===== src/rtl/spim_pkg.sv =====
// Package: shared constants and the control word layout for the SPI master.
// Assumes byte offsets on the register bus; only the low bits are decoded.
package spim_pkg;
    localparam int FRAME_BITS = 8;
    localparam int DIV_W      = 5;

    localparam logic [7:0] OFS_CTRL  = 8'h00;
    localparam logic [7:0] OFS_STAT  = 8'h04;
    localparam logic [7:0] OFS_MODE  = 8'h08;
    localparam logic [7:0] OFS_TX    = 8'h0C;
    localparam logic [7:0] OFS_RX    = 8'h10;
    localparam logic [7:0] OFS_CTRL2 = 8'h14;

    localparam int ST_BUSY   = 0;
    localparam int ST_RXFULL = 2;

    // Control word, bit 7 down to bit 0.
    typedef struct packed {
        logic             cpha;
        logic             cpol;
        logic             pre_hi;
        logic [DIV_W-1:0] div;
    } ctrl_t;
endpackage


===== src/rtl/spim_clkgen.sv =====
// Module: two-stage serial clock divider.
// Emits one edge_tick every PRE*(div_n+1) cycles while run is high.
// Assumes both prescale factors are at least 2 and div_n stays constant during a run.
module spim_clkgen #(
    parameter int PRE_LO = 16,
    parameter int PRE_HI = 128,
    parameter int DIV_W  = 5
) (
    input  logic             clk,
    input  logic             rst_n,
    input  logic             run,
    input  logic             pre_hi,
    input  logic [DIV_W-1:0] div_n,
    output logic             edge_tick
);
    localparam int PRE_MAX = (PRE_HI > PRE_LO) ? PRE_HI : PRE_LO;
    localparam int PW      = $clog2(PRE_MAX);

    logic [PW-1:0]    pre_cnt;
    logic [PW-1:0]    pre_lim;
    logic [DIV_W-1:0] div_cnt;
    logic             pre_wrap;

    // Select the prescale terminal count and form the tick.
    always_comb begin
        pre_lim   = pre_hi ? PW'(PRE_HI - 1) : PW'(PRE_LO - 1);
        pre_wrap  = (pre_cnt == pre_lim);
        edge_tick = pre_wrap && (div_cnt == div_n);
    end

    // Advance the prescaler, then the divider on each prescaler wrap.
    always_ff @(posedge clk) begin
        if (!rst_n || !run) begin
            pre_cnt <= '0;
            div_cnt <= '0;
        end else if (pre_wrap) begin
            pre_cnt <= '0;
            div_cnt <= edge_tick ? '0 : div_cnt + 1'b1;
        end else begin
            pre_cnt <= pre_cnt + 1'b1;
        end
    end

    p_div_bound_r2: assert property (@(posedge clk) disable iff (!rst_n)
        run |-> (div_cnt <= div_n));

    p_idle_quiet_r2: assert property (@(posedge clk) disable iff (!rst_n)
        !run |=> (pre_cnt == '0));
endmodule


===== src/rtl/spim_shifter.sv =====
// Module: frame engine. It owns select, serial clock level and both shift registers.
// Assumes start arrives only while idle and mode inputs stay constant during a frame.
module spim_shifter
    import spim_pkg::*;
#(
    parameter int BITS = FRAME_BITS
) (
    input  logic            clk,
    input  logic            rst_n,
    input  logic            start,
    input  logic [BITS-1:0] tx_byte,
    input  logic            cpol,
    input  logic            cpha,
    input  logic            edge_tick,
    input  logic            miso,
    output logic            busy,
    output logic            sclk,
    output logic            mosi,
    output logic            cs_n,
    output logic            done,
    output logic [BITS-1:0] rx_byte
);
    localparam int EDGES = 2 * BITS;
    localparam int CW    = $clog2(EDGES);

    logic [CW-1:0]   edge_cnt;
    logic [BITS-1:0] tx_sh;
    logic [BITS-1:0] rx_sh;
    logic [BITS-1:0] rx_next;
    logic            busy_q, sclk_q, cs_n_q, done_q;
    logic            leading, sample_now, shift_ok, last_edge;

    // Classify the coming edge for this mode.
    always_comb begin
        leading    = ~edge_cnt[0];
        sample_now = cpha ? ~leading : leading;
        shift_ok   = !(cpha && (edge_cnt == '0));
        last_edge  = (edge_cnt == CW'(EDGES - 1));
        rx_next    = {rx_sh[BITS-2:0], miso};
    end

    // Run the frame: load on start, toggle and shift on each tick, finish on the last edge.
    always_ff @(posedge clk) begin
        if (!rst_n) begin
            busy_q   <= 1'b0;
            sclk_q   <= 1'b0;
            cs_n_q   <= 1'b1;
            done_q   <= 1'b0;
            edge_cnt <= '0;
            tx_sh    <= '0;
            rx_sh    <= '0;
            rx_byte  <= '0;
        end else begin
            done_q <= 1'b0;
            if (!busy_q) begin
                sclk_q <= cpol;
                if (start) begin
                    busy_q   <= 1'b1;
                    cs_n_q   <= 1'b0;
                    tx_sh    <= tx_byte;
                    rx_sh    <= '0;
                    edge_cnt <= '0;
                end
            end else if (edge_tick) begin
                sclk_q   <= ~sclk_q;
                edge_cnt <= edge_cnt + 1'b1;
                if (sample_now) begin
                    rx_sh <= rx_next;
                end else if (shift_ok) begin
                    tx_sh <= {tx_sh[BITS-2:0], 1'b0};
                end
                if (last_edge) begin
                    busy_q  <= 1'b0;
                    cs_n_q  <= 1'b1;
                    done_q  <= 1'b1;
                    rx_byte <= sample_now ? rx_next : rx_sh;
                end
            end
        end
    end

    assign busy = busy_q;
    assign sclk = sclk_q;
    assign cs_n = cs_n_q;
    assign done = done_q;
    assign mosi = tx_sh[BITS-1];

    p_idle_level_r3: assert property (@(posedge clk) disable iff (!rst_n)
        !busy_q |=> (sclk_q == $past(cpol)));

    p_tick_in_frame_r4: assert property (@(posedge clk) disable iff (!rst_n)
        edge_tick |-> busy_q);

    p_done_on_tick_r5: assert property (@(posedge clk) disable iff (!rst_n)
        $rose(cs_n_q) |-> ($past(edge_tick) && done_q));
endmodule


===== src/rtl/spim_regs.sv =====
// Module: register bank. It decodes the bus, holds the control word, the enable bit,
// the receive byte and its flag, and issues the start pulse.
// Assumes one-cycle strobes and combinational read data.
module spim_regs
    import spim_pkg::*;
#(
    parameter int ADDR_W = 5
) (
    input  logic                  clk,
    input  logic                  rst_n,
    input  logic [ADDR_W-1:0]     bus_addr,
    input  logic                  bus_we,
    input  logic                  bus_re,
    input  logic [31:0]           bus_wdata,
    output logic [31:0]           bus_rdata,
    input  logic                  busy,
    input  logic                  done,
    input  logic [FRAME_BITS-1:0] rx_byte,
    output ctrl_t                 ctrl,
    output logic                  master_en,
    output logic                  start,
    output logic [FRAME_BITS-1:0] tx_byte
);
    ctrl_t                 ctrl_q;
    logic                  master_q;
    logic                  rxfull_q;
    logic [FRAME_BITS-1:0] rxbuf_q;
    logic hit_ctrl, hit_stat, hit_mode, hit_tx, hit_rx;
    logic clr_full;

    // Decode the offset into one hit line per register.
    always_comb begin
        hit_ctrl = (bus_addr == ADDR_W'(OFS_CTRL));
        hit_stat = (bus_addr == ADDR_W'(OFS_STAT));
        hit_mode = (bus_addr == ADDR_W'(OFS_MODE));
        hit_tx   = (bus_addr == ADDR_W'(OFS_TX));
        hit_rx   = (bus_addr == ADDR_W'(OFS_RX));
        start    = bus_we && hit_tx && master_q && !busy;
        clr_full = (bus_re && hit_rx) || (bus_we && hit_stat && !bus_wdata[ST_RXFULL]);
    end

    // Hold the control word and the enable bit; control is frozen during a frame.
    always_ff @(posedge clk) begin
        if (!rst_n) begin
            ctrl_q   <= '0;
            master_q <= 1'b0;
        end else begin
            if (bus_we && hit_ctrl && !busy) ctrl_q <= ctrl_t'(bus_wdata[7:0]);
            if (bus_we && hit_mode)          master_q <= bus_wdata[0];
        end
    end

    // Capture the received byte and manage the receive-full flag.
    always_ff @(posedge clk) begin
        if (!rst_n) begin
            rxfull_q <= 1'b0;
            rxbuf_q  <= '0;
        end else if (done) begin
            rxfull_q <= 1'b1;
            rxbuf_q  <= rx_byte;
        end else if (clr_full) begin
            rxfull_q <= 1'b0;
        end
    end

    // Return read data for the addressed register.
    always_comb begin
        bus_rdata = '0;
        if (hit_ctrl) bus_rdata[7:0] = ctrl_q;
        if (hit_stat) begin
            bus_rdata[ST_BUSY]   = busy;
            bus_rdata[ST_RXFULL] = rxfull_q;
        end
        if (hit_mode) bus_rdata[0] = master_q;
        if (hit_rx)   bus_rdata[FRAME_BITS-1:0] = rxbuf_q;
    end

    assign ctrl      = ctrl_q;
    assign master_en = master_q;
    assign tx_byte   = bus_wdata[FRAME_BITS-1:0];

    p_done_sets_full_r7: assert property (@(posedge clk) disable iff (!rst_n)
        done |=> rxfull_q);

    p_read_clears_r8: assert property (@(posedge clk) disable iff (!rst_n)
        (bus_re && hit_rx && !done) |=> !rxfull_q);

    p_ctrl_frozen_r11: assert property (@(posedge clk) disable iff (!rst_n)
        (busy && $past(busy)) |-> $stable(ctrl_q));
endmodule


===== src/rtl/spim_top.sv =====
// Module: top of the SPI master. It wires the register bank, divider and frame engine.
// Assumes a single target and 8-bit frames; prescale factors are parameters.
module spim_top
    import spim_pkg::*;
#(
    parameter int ADDR_W = 5,
    parameter int PRE_LO = 16,
    parameter int PRE_HI = 128
) (
    input  logic              clk,
    input  logic              rst_n,
    input  logic [ADDR_W-1:0] bus_addr,
    input  logic              bus_we,
    input  logic              bus_re,
    input  logic [31:0]       bus_wdata,
    output logic [31:0]       bus_rdata,
    output logic              sclk,
    output logic              mosi,
    input  logic              miso,
    output logic              cs_n
);
    ctrl_t                 ctrl;
    logic                  master_en, start, busy, done, edge_tick;
    logic [FRAME_BITS-1:0] tx_byte, rx_byte;

    spim_regs #(.ADDR_W(ADDR_W)) u_regs (
        .clk(clk), .rst_n(rst_n), .bus_addr(bus_addr), .bus_we(bus_we),
        .bus_re(bus_re), .bus_wdata(bus_wdata), .bus_rdata(bus_rdata),
        .busy(busy), .done(done), .rx_byte(rx_byte), .ctrl(ctrl),
        .master_en(master_en), .start(start), .tx_byte(tx_byte)
    );

    spim_clkgen #(.PRE_LO(PRE_LO), .PRE_HI(PRE_HI), .DIV_W(DIV_W)) u_clkgen (
        .clk(clk), .rst_n(rst_n), .run(busy), .pre_hi(ctrl.pre_hi),
        .div_n(ctrl.div), .edge_tick(edge_tick)
    );

    spim_shifter #(.BITS(FRAME_BITS)) u_shifter (
        .clk(clk), .rst_n(rst_n), .start(start), .tx_byte(tx_byte),
        .cpol(ctrl.cpol), .cpha(ctrl.cpha), .edge_tick(edge_tick), .miso(miso),
        .busy(busy), .sclk(sclk), .mosi(mosi), .cs_n(cs_n), .done(done),
        .rx_byte(rx_byte)
    );

    p_start_needs_master_r10: assert property (@(posedge clk) disable iff (!rst_n)
        $rose(busy) |-> $past(master_en));

    p_select_while_busy_r6: assert property (@(posedge clk) disable iff (!rst_n)
        busy |-> !cs_n);
endmodule


===== config.mk =====
export PLATFORM = sky130hd
export DESIGN_NAME = spim_top
export DESIGN_NICKNAME = d
export VERILOG_FILES = /design/src/rtl/spim_pkg.sv /design/src/rtl/spim_clkgen.sv /design/src/rtl/spim_shifter.sv /design/src/rtl/spim_regs.sv /design/src/rtl/spim_top.sv
export SDC_FILE = /design/constraint.sdc
export NUM_CORES = 1
export LEC_CHECK = 0
export CAP_MARGIN = 5
export CORE_MARGIN = 2
export CORE_UTILIZATION = 29
export CTS_BUF_LIST = sky130_fd_sc_hd__clkbuf_16
export DETAILED_ROUTE_END_ITERATION = 16
export PLACE_DENSITY_LB_ADDON = 0.15
export SYNTH_ARGS = -nofsm -noshare
export SYNTH_HDL_FRONTEND = slang
export SYNTH_SLANG_ARGS = --single-unit

===== constraint.sdc =====
create_clock -name clk -period 2.75 [get_ports clk]
set_input_delay 0.275 -clock clk [delete_from_list [all_inputs] [get_ports clk]]
set_output_delay 0.275 -clock clk [all_outputs]
set_load 0.02 [all_outputs]

=== After elaboration in Yosys (flattened, before gate mapping) ===
Index checks and enable logic that the tools add are counted.

* Output and inout bits: 35
* Word-level logic and storage cells: 92
* Bits of input ports: 42
* Register bits after elaboration: 62

* Mux-type cells: 33
* Add/sub/neg operators: 3
* Bitwise operators: 2
* Reduce and logical (&&, ||, !) cells: 26
* Equal/unequal tests: 11

{| class="wikitable"
|+ Operators with widths
! cell !! number
|-
| 8-bit 2-to-1 mux || 11
|-
| 1-bit 2-to-1 mux || 17
|-
| 4-bit 2-to-1 mux || 3
|-
| 1-bit logical AND || 11
|-
| 5-bit by 4-bit equality test with 1-bit output (second input constant) || 2
|-
| 3-bit AND reduction || 3
|-
| 2-bit inequality test (second input constant) || 4
|-
| 7-bit by 1-bit adder with 7-bit output (second input constant) || 1
|-
| 7-bit equality test || 1
|-
| 7-bit 2-to-1 mux || 1
|-
| 5-bit by 1-bit adder with 5-bit output (second input constant) || 1
|-
| 5-bit by 3-bit equality test with 1-bit output (second input constant) || 1
|-
| 5-bit equality test || 1
|-
| 5-bit equality test (second input constant) || 1
|-
| 5-bit zero test || 1
|-
| 5-bit 2-to-1 mux || 1
|-
| 4-bit by 1-bit adder with 4-bit output (second input constant) || 1
|-
| 4-bit equality test (second input constant) || 1
|-
| 4-bit zero test || 1
|-
| 4-bit AND reduction || 1
|-
| 2-bit nonzero test || 2
|-
| 1-bit zero test || 3
|-
| 1-bit logical OR || 2
|-
| 1-bit NOT || 2
|-
| 2 further kinds || 2
|}

=== Logic depth before layout (Yosys ltp) ===
Gate-level depths: netlist (run 1).

* Word-level depth: 6
* Depth in mapped cells: 8
* Gate-level depth less buffers: 7

=== Hierarchy ===
From an unflattened synthesis (run 1), not the netlist that was laid out.

* Cell total of the unflattened synthesis: 326
* Area total of the unflattened synthesis: 3140.5 µm²

{| class="wikitable"
|+ By module, submodules not included
! module !! sequential area each (µm²) !! cells an instance !! area each (µm²) !! instances
|-
| spim_shifter || 640.6 || 136 || 1433.9 || 1
|-
| spim_regs || 360.3 || 128 || 1108.6 || 1
|-
| spim_clkgen || 240.2 || 62 || 598.1 || 1
|}

=== Least setup slack after synthesis (run 1) ===
Ideal clock, no wire load.

* Kind: flip-flop to flip-flop
* Start point: register u_clkgen.pre_cnt[0]
* End point: register u_shifter.tx_sh[3]
* Buffers on the path: 2
* Clock period less this slack: 1749 ps
* Data required time: 2664 ps
* Path slack: 1001 ps
* Cell stages (with the launch flop): 9
* Data arrival time: 1663 ps
* Cell sequence: dfxtp_1 ha_1 and3_1 buf_2 o211a_1 a21o_1 and2_1 buf_2 a211oi_1

* Cells in the longest elaborated chain, start to end: 4

{| class="wikitable"
|+ Ends and longest elaborated chain
! item !! RTL line !! text
|-
| start, declared || spim_clkgen.sv:19 || <nowiki>logic [PW-1:0] pre_cnt;</nowiki>
|-
| start signal, assigned || spim_clkgen.sv:40 || <nowiki>pre_cnt <= pre_cnt + 1'b1;</nowiki>
|-
| 7-bit equality test || spim_clkgen.sv:27 || <nowiki>pre_wrap = (pre_cnt == pre_lim);</nowiki>
|-
| 1-bit logical AND || spim_clkgen.sv:28 || <nowiki>edge_tick = pre_wrap && (div_cnt == div_n);</nowiki>
|-
| 2-bit inequality test (no line) || - ||
|-
| 4-bit AND reduction (no line) || - ||
|-
| end signal, assigned || spim_shifter.sv:60 || <nowiki>tx_sh <= tx_byte;</nowiki>
|-
| end signal, assigned || spim_shifter.sv:70 || <nowiki>tx_sh <= {tx_sh[BITS-2:0], 1'b0};</nowiki>
|-
| end, declared || spim_shifter.sv:27 || <nowiki>logic [BITS-1:0] tx_sh;</nowiki>
|}

Every way passes these cells.
A chain may end at the register's enable or synchronous reset.

=== Worst setup path in the final report (run 1) ===
* Start point: input bus_addr[1]
* End point: output bus_rdata[0]

* Cells in the longest elaborated chain, start to end: 5
* Elaborated cells on any way between the ends: 8
* Classes of those cells: 3 x eq/ne; 4 x mux; 1 x reduce/logical

{| class="wikitable"
|+ Ends and longest elaborated chain
! item !! RTL line !! text
|-
| start, declared || spim_top.sv:12 || <nowiki>input logic [ADDR_W-1:0] bus_addr,</nowiki>
|-
| 5-bit zero test || spim_regs.sv:33 || <nowiki>hit_ctrl = (bus_addr == ADDR_W'(OFS_CTRL));</nowiki>
|-
| 8-bit 2-to-1 mux || spim_regs.sv:69 || <nowiki>if (hit_ctrl) bus_rdata[7:0] = ctrl_q;</nowiki>
|-
| 1-bit 2-to-1 mux || spim_regs.sv:70 || <nowiki>if (hit_stat) begin</nowiki>
|-
| 1-bit 2-to-1 mux || spim_regs.sv:74 || <nowiki>if (hit_mode) bus_rdata[0] = master_q;</nowiki>
|-
| 8-bit 2-to-1 mux * || spim_regs.sv:75 || <nowiki>if (hit_rx) bus_rdata[FRAME_BITS-1:0] = rxbuf_q;</nowiki>
|-
| end, declared || spim_top.sv:16 || <nowiki>output logic [31:0] bus_rdata,</nowiki>
|}

Every way passes the cells marked *; elsewhere a longest branch is shown, timed or not.

==> results of run 1 <==
## kinds of logic after synthesis
logic type      share of synthesized area
simple gates                        0.192
compound gates                     0.0890
mux                                 0.165
flops                               0.399
other cells                       0.00121
buf+inv                            0.0926
fa+ha+maj                          0.0161
xor+xnor                           0.0447
## state kept, by name, summed over array words and instances, names as in the netlist
name                flops
u_shifter.sclk          1
u_regs.rxbuf_q          8
u_regs.rxfull_q         1
u_clkgen.div_cnt        5
u_shifter.done          1
u_shifter.rx_sh         8
u_regs.ctrl             8
u_shifter.tx_sh         8
u_shifter.rx_byte       8
u_shifter.cs_n          1
u_clkgen.pre_cnt        7
u_shifter.busy          1
u_regs.master_en        1
u_shifter.edge_cnt      4
## worst reg2reg max path, cell delays in order, from the launching register on
cell,delay (ns)
dfxtp_1,0.34
ha_1,0.18
and3_1,0.32
o21ai_4,0.16
nor4_4,0.76
nand3_1,0.16
o21ai_1,0.10
## layer usage
| metal | vias to the layer above | global-route usage | wire length [um] |
|---|---|---|---|
| li1 | 1204 | - | - |
| met1 | 1111 | 0.180 | 3540 |
| met2 | 42 | 0.212 | 3370 |
| met3 | 6 | 0.0248 | 220 |
| met4 | 0 | 0.0577 | 67 |
| met5 | - | 0 | 0 |
## layout make-up
type	count	area, um^2	share of cell area
clock buffer	9	225	0.0598
clock inverter	6	77.6	0.0206
inverter	7	26.3	0.00697
multi-input combinational	253	1670	0.444
sequential	62	1240	0.329
tap	136	170	0.0452
timing repair buffer	38	355	0.0943
## Yosys cell counts, drive strengths merged (2+ instances only)
cell / number
or4: 2
a31oi: 2
nand3: 27
mux2: 9
clkbuf: 5
dfxtp: 62
ha: 4
and2: 2
buf: 36
a211oi: 7
or3: 2
nand2: 14
nor3: 5
mux2i: 41
nor2: 50
inv: 7
and4: 2
nand4: 4
o21ai: 13
xnor2: 9
nor4: 3
o2111ai: 2
and3: 2
xor2: 6
a21oi: 11
## per-stage QoR
| step | setup WS [ns] | hold slack [ns] | power (mW) |
|---|---|---|---|
| 6_report | 0.429 | 0.434 | 2.17 |
| 5_1_grt | 0.202 | 0.465 | 2.25 |
| 4_1_cts | 0.425 | 0.443 | 2.20 |
| 3_5_place_dp | 0.289 | 0.433 | 1.02 |
| 3_3_place_gp | 0.351 | 0.428 | 1.02 |
| 2_1_floorplan | 1.00 | 0.412 | 1.01 |
## worst max path at each step
| stage | endpoint | depth (start not counted) |
|---|---|---|
| floorplan | u_shifter.tx_sh[3] | 8 |
| global placement | u_regs.ctrl[5] | 6 |
| detailed placement | u_regs.ctrl[7] | 6 |
| CTS | bus_rdata[5] | 5 |
| global route | bus_rdata[0] | 5 |
| finish | bus_rdata[0] | 5 |
## report_power, final
part / switching (mW) / total (mW) / internal, mW / leakage (nW)
clock network: 0.386 / 1.16 / 0.778 / 0.150
registers: 0.00154 / 0.902 / 0.900 / 0.499
logic: 0.0662 / 0.102 / 0.0362 / 0.797
==> summary.txt, run 1 <==
Routed Antenna Nets - 0
Design Area, Final - 3770 um^2
core area - 10400 um^2
syn avg cell area - 9.14 um^2
Reg2Reg Depth - 6
Global Route Usage Sum - 0.135
RSZ-0062 raised after global routing - no
post-synth cell types - 50
# Post-CTS Setup Buffers - 0
CTS Sinks - 62
cell mode on critical path - clkdlybuf4s50_1
WP buf/inv - 2
power density over the cells - 575 nW/um^2
Routed WL - 7.20 mm
Num CTS Buffers - 9
R2R Path Start - u_clkgen.pre_cnt[0]
first-pass GRT wire length - 12.1 mm
GPL Wtd Cong - 0.784
Via density - 4.62
drt pass-1 iters - 4
count of hold-fix buffers inserted at cts - 0
H-tree depth - 3
Initial Util - 0.300
number of antenna violations at the first check in global routing - 0
Syn Inst Count - 340
Max Clk Rate - 431 MHz
row cnt - 37
fraction of layout cells with a size suffix above 1 - 0.112
Min-Delay Path Depth - 1
max-cap violations - 0
Slew Viols, Final - 0
final hold viol count - 0
# nets final - 417
Critical-path top delay cell - clkdlybuf4s50_1
commonest non-fill, non-tap cell in the layout - dfxtp_1
clk_skew - 0.00364 ns
final worst-path cycle share - 0.844
die height - 108 um
CP Launch Type - primary input
critical setup path kind - in2out
Remaining DRCs - 0
HP Class - reg2reg
area leader, netlist - dfxtp_1
HP Start - u_clkgen.pre_cnt[0]
largest net degree at the start of global routing - 35
die area - 11600 um^2
main area contributors after synthesis - dfxtp_1 (40%), mux2i_1 (13%), buf_4 (6.0%), nor2_1 (6.0%), nand3_1 (4.2%)
Setup crit start - bus_addr[1]
number of synthesized flops with an enable pin - 0
Port Buffer Count - 28
most frequent cells in the layout - dfxtp_1 (62), nor2_1 (50), mux2i_1 (41)
Hold Crit Endpoint - u_clkgen.pre_cnt[0]
area share of the largest cell type after synthesis - 0.399
Critical Path Max Stage Delay - 0.63 ns
Worst EP arrival - 2.05 ns
vias - 2363
Initial DRC Count - 84
Mapped Area - 3110 um^2
Non-Filler Instances - 511
CTS tree - done
Tmin final - 2.32 ns
Top Family by Delay on Critical Path - buffers and inverters
Data required, critical path - 2.48 ns
crit path cell chain - clkdlybuf4s50_1 > nor3_1 > a31oi_1 > o21ai_0 > clkdlybuf4s50_1
Leak Pwr - 1.45 nW
Crit. End Element - output pin
vias in the first global route - 2358
crit path max fanout - 4
Max-slew headroom - 0.460
final core utilization - 0.363
Worst-Skew Late Latency - 0.32 ns
Fin Setup TNS - 0 ns
maximum vdd drop - 0.361 mV
Reg-to-Reg End - u_shifter.rx_sh[2]
Max Root-Sink Buffers - 2
prevailing post-synth register cell - dfxtp_1
Worst R2R Setup Slack - 0.66 ns
P&R area growth vs syn - 21.2%
Wirelength per Cell - 14.1 um
Root Buffer Master - clkbuf_16
post-synthesis register bit count - 62
Fill cells - 1087
die width - 108 um
Clock Pin Slew Worst Setup and Hold Paths - 0.05 ns
area post-placement - 3460 um^2
status - finished, final reports clean
FFs w/ async S/R, synth - 0
gr ovfl total - 0
Seq/Total Area, Yosys - 0.399
DP HPWL - 5.14 mm
Setup Viol. Count Final - 0
Inst Count DP - 496
CTS resizes - 0
slew of the pin with the lowest slew margin - 0.803 ns
n_diodes - 0
IO Pins - 77
Yosys warning total - 0
Power figures use the tool's default switching activity.
==> run 2: changes to the inputs <==
==> constraint.sdc (replaced) <==
create_clock -name clk -period 2.4 [get_ports clk]
set_input_delay 0.24 -clock clk [delete_from_list [all_inputs] [get_ports clk]]
set_output_delay 0.24 -clock clk [all_outputs]
set_load 0.02 [all_outputs]
==> run 2 against run 1 <==
Net effect: worst hold slack gained 0.0062 ns; critical path depth is the same; global-route usage is essentially flat; clock skew grew 0.0041 ns; power grew 10%; register-to-register slack lost 0.20 ns; clock power grew 6%; cell area is essentially flat; die area is the same; critical path type unchanged; largest power group unchanged.
==> summary.txt, run 2 (synthesized netlist as in run 1, its figures left out) <==
Crit. End Element - output pin (unchanged)
worst slack at placement - 0.135 ns (was 0.289 ns)
clock share of power - 0.517 (was 0.537)
Design Area, Final - 3770 um^2 (about the same)
Worst-Skew Late Latency - 0.33 ns (was 0.32 ns)
Max Clk Rate - 442 MHz
Tmin final - 2.26 ns
P&R area growth vs syn - 21.3% (was 21.2%)
max-cap violations - 0 (unchanged)
DP HPWL - 5.14 mm (about the same)
crit path max fanout - 10 (was 4)
clk_skew - 0.00773 ns (was 0.00364 ns)
Power Total - 2.39 mW (was 2.17 mW)
CTS Sinks - 62 (unchanged)
die area - 11600 um^2 (unchanged)
CTS tree - done (unchanged)
Wirelength per Cell - 14.0 um (was 14.1 um)
maximum vdd drop - 0.305 mV (was 0.361 mV)
n_diodes - 0 (unchanged)
Clock Pin Slew Worst Setup and Hold Paths - 0.05 ns (about the same)
H-tree depth - 3 (unchanged)
HP Class - reg2reg (unchanged)
vias in the first global route - 2276 (was 2358)
Max-slew headroom - 0.600 (was 0.460)
switch share - 0.222 (was 0.209)
row cnt - 37 (unchanged)
Port Buffer Count - 28 (unchanged)
design internal power - 1.86 mW (was 1.71 mW)
Leak Pwr - 1.45 nW (about the same)
most frequent cells in the layout - dfxtp_1 (62), nor2_1 (50), mux2i_1 (41) (unchanged)
Via density - 4.62 (about the same)
die width - 108 um (unchanged)
Gate power share - 0.050 (was 0.047)
fraction of layout cells with a size suffix above 1 - 0.122 (was 0.112)
vias - 2368 (was 2363)
hold_ws - 0.440 ns (was 0.434 ns)
final hold viol count - 0 (unchanged)
core area - 10400 um^2 (unchanged)
Root Buffer Master - clkbuf_16 (unchanged)
power density over the cells - 633 nW/um^2 (was 575 nW/um^2)
critical setup path kind - in2out (unchanged)
IO Pins - 77 (unchanged)
drt pass-1 iters - 4 (unchanged)
status - finished, final reports clean (unchanged)
Initial Util - 0.300 (unchanged)
final worst-path cycle share - 0.944
slew of the pin with the lowest slew margin - 0.599 ns (was 0.803 ns)
Routed WL - 7.19 mm (was 7.20 mm)
gr ovfl total - 0 (unchanged)
Num CTS Buffers - 9 (unchanged)
Psw - 0.530 mW (was 0.454 mW)
Worst EP arrival - 2.02 ns (was 2.05 ns)
area post-placement - 3490 um^2 (was 3460 um^2)
Routed Antenna Nets - 0 (unchanged)
Global Route Usage Sum - 0.135 (about the same)
largest net degree at the start of global routing - 35 (unchanged)
die height - 108 um (unchanged)
Remaining DRCs - 0 (unchanged)
Fin Setup TNS - 0 ns (unchanged)
# Post-CTS Setup Buffers - 0 (unchanged)
Slew Viols, Final - 0 (unchanged)
Final WS setup - 0.135 ns (was 0.429 ns)
# nets final - 420 (was 417)
number of antenna violations at the first check in global routing - 0 (unchanged)
Reg power frac - 0.433 (was 0.416)
RSZ-0062 raised after global routing - no (unchanged)
Max Root-Sink Buffers - 2 (unchanged)
commonest non-fill, non-tap cell in the layout - dfxtp_1 (unchanged)
Setup Viol. Count Final - 0 (unchanged)
Initial DRC Count - 91 (was 84)
GPL Wtd Cong - 0.813 (was 0.784)
CP Launch Type - primary input (unchanged)
Data required, critical path - 2.16 ns (was 2.48 ns)
first-pass GRT wire length - 11.8 mm (was 12.1 mm)
## run 2: cell types whose count changed in the layout (fill, tap and decap cells not counted)
cell and delta:
clkinv_1 -2, clkinv_2 -1, inv_1 +1, bufinv_16 -1, buf_4 +3, clkinvlp_4 +2
nor3_2 +1, nor3_1 -1
## run 2: final cells by class
| type | count | area, um^2 |
|---|---|---|
| fill | 1081 | 6600 |
| multi-input combinational | 253 | 1680 |
| inverter | 7 | 26.3 |
| clock buffer | 9 | 225 |
| tap | 136 | 170 |
| timing repair buffer | 41 | 378 |
| sequential | 62 | 1240 |
| clock inverter | 5 | 53.8 |
## run 2: power by group through the flow
stage                     Clock [mW]  Combinational [mW]  Sequential [mW]
after global placement             0               0.119             1.05
after CTS                       1.27               0.119             1.03
after detailed placement           0               0.118             1.05
after global routing            1.33               0.129             1.03
final                           1.23               0.120             1.03
after floorplan                    0              0.0992             1.05
## run 2: final timing paths
| path | slack (ns) | endpoint | start | cells past startpoint |
|---|---|---|---|---|
| worst min register to register | 0.44 | u_clkgen.pre_cnt[0] | u_clkgen.pre_cnt[0] | 1 |
| worst min-delay path | 0.44 | u_clkgen.pre_cnt[0] | u_clkgen.pre_cnt[0] | 1 |
| worst max register to register | 0.46 | u_shifter.rx_byte[0] | u_clkgen.pre_cnt[0] | 7 |
| worst max-delay path | 0.14 | bus_rdata[5] | bus_addr[4] | 5 |
## run 2: metal layers
| layer | track usage | routed length (um) | vias to the layer above |
|---|---|---|---|
| met5 | 0 | 0 | - |
| met4 | 0.0577 | 59 | 0 |
| met3 | 0.0357 | 242 | 6 |
| met2 | 0.200 | 3200 | 49 |
| met1 | 0.183 | 3690 | 1101 |
| li1 | - | - | 1212 |
## run 2: worst max-delay path: stages
cell             delay [ns]
clkdlybuf4s50_1        0.73
buf_4                  0.24
mux2i_1                0.08
nor2_1                 0.12
clkdlybuf4s50_1        0.62
## run 2: per-stage QoR
stage,std cells,utilization
finish,513,0.364
global route,513,0.364
CTS,513,0.363
detailed placement,499,0.336
global placement,499,0.336
floorplan,363,-
## run 2: repair_timing
item / CTS / global route
setup endpoints to repair: 0 / 1
resized for setup: 0 / 1
hold buffers: 0 / 0
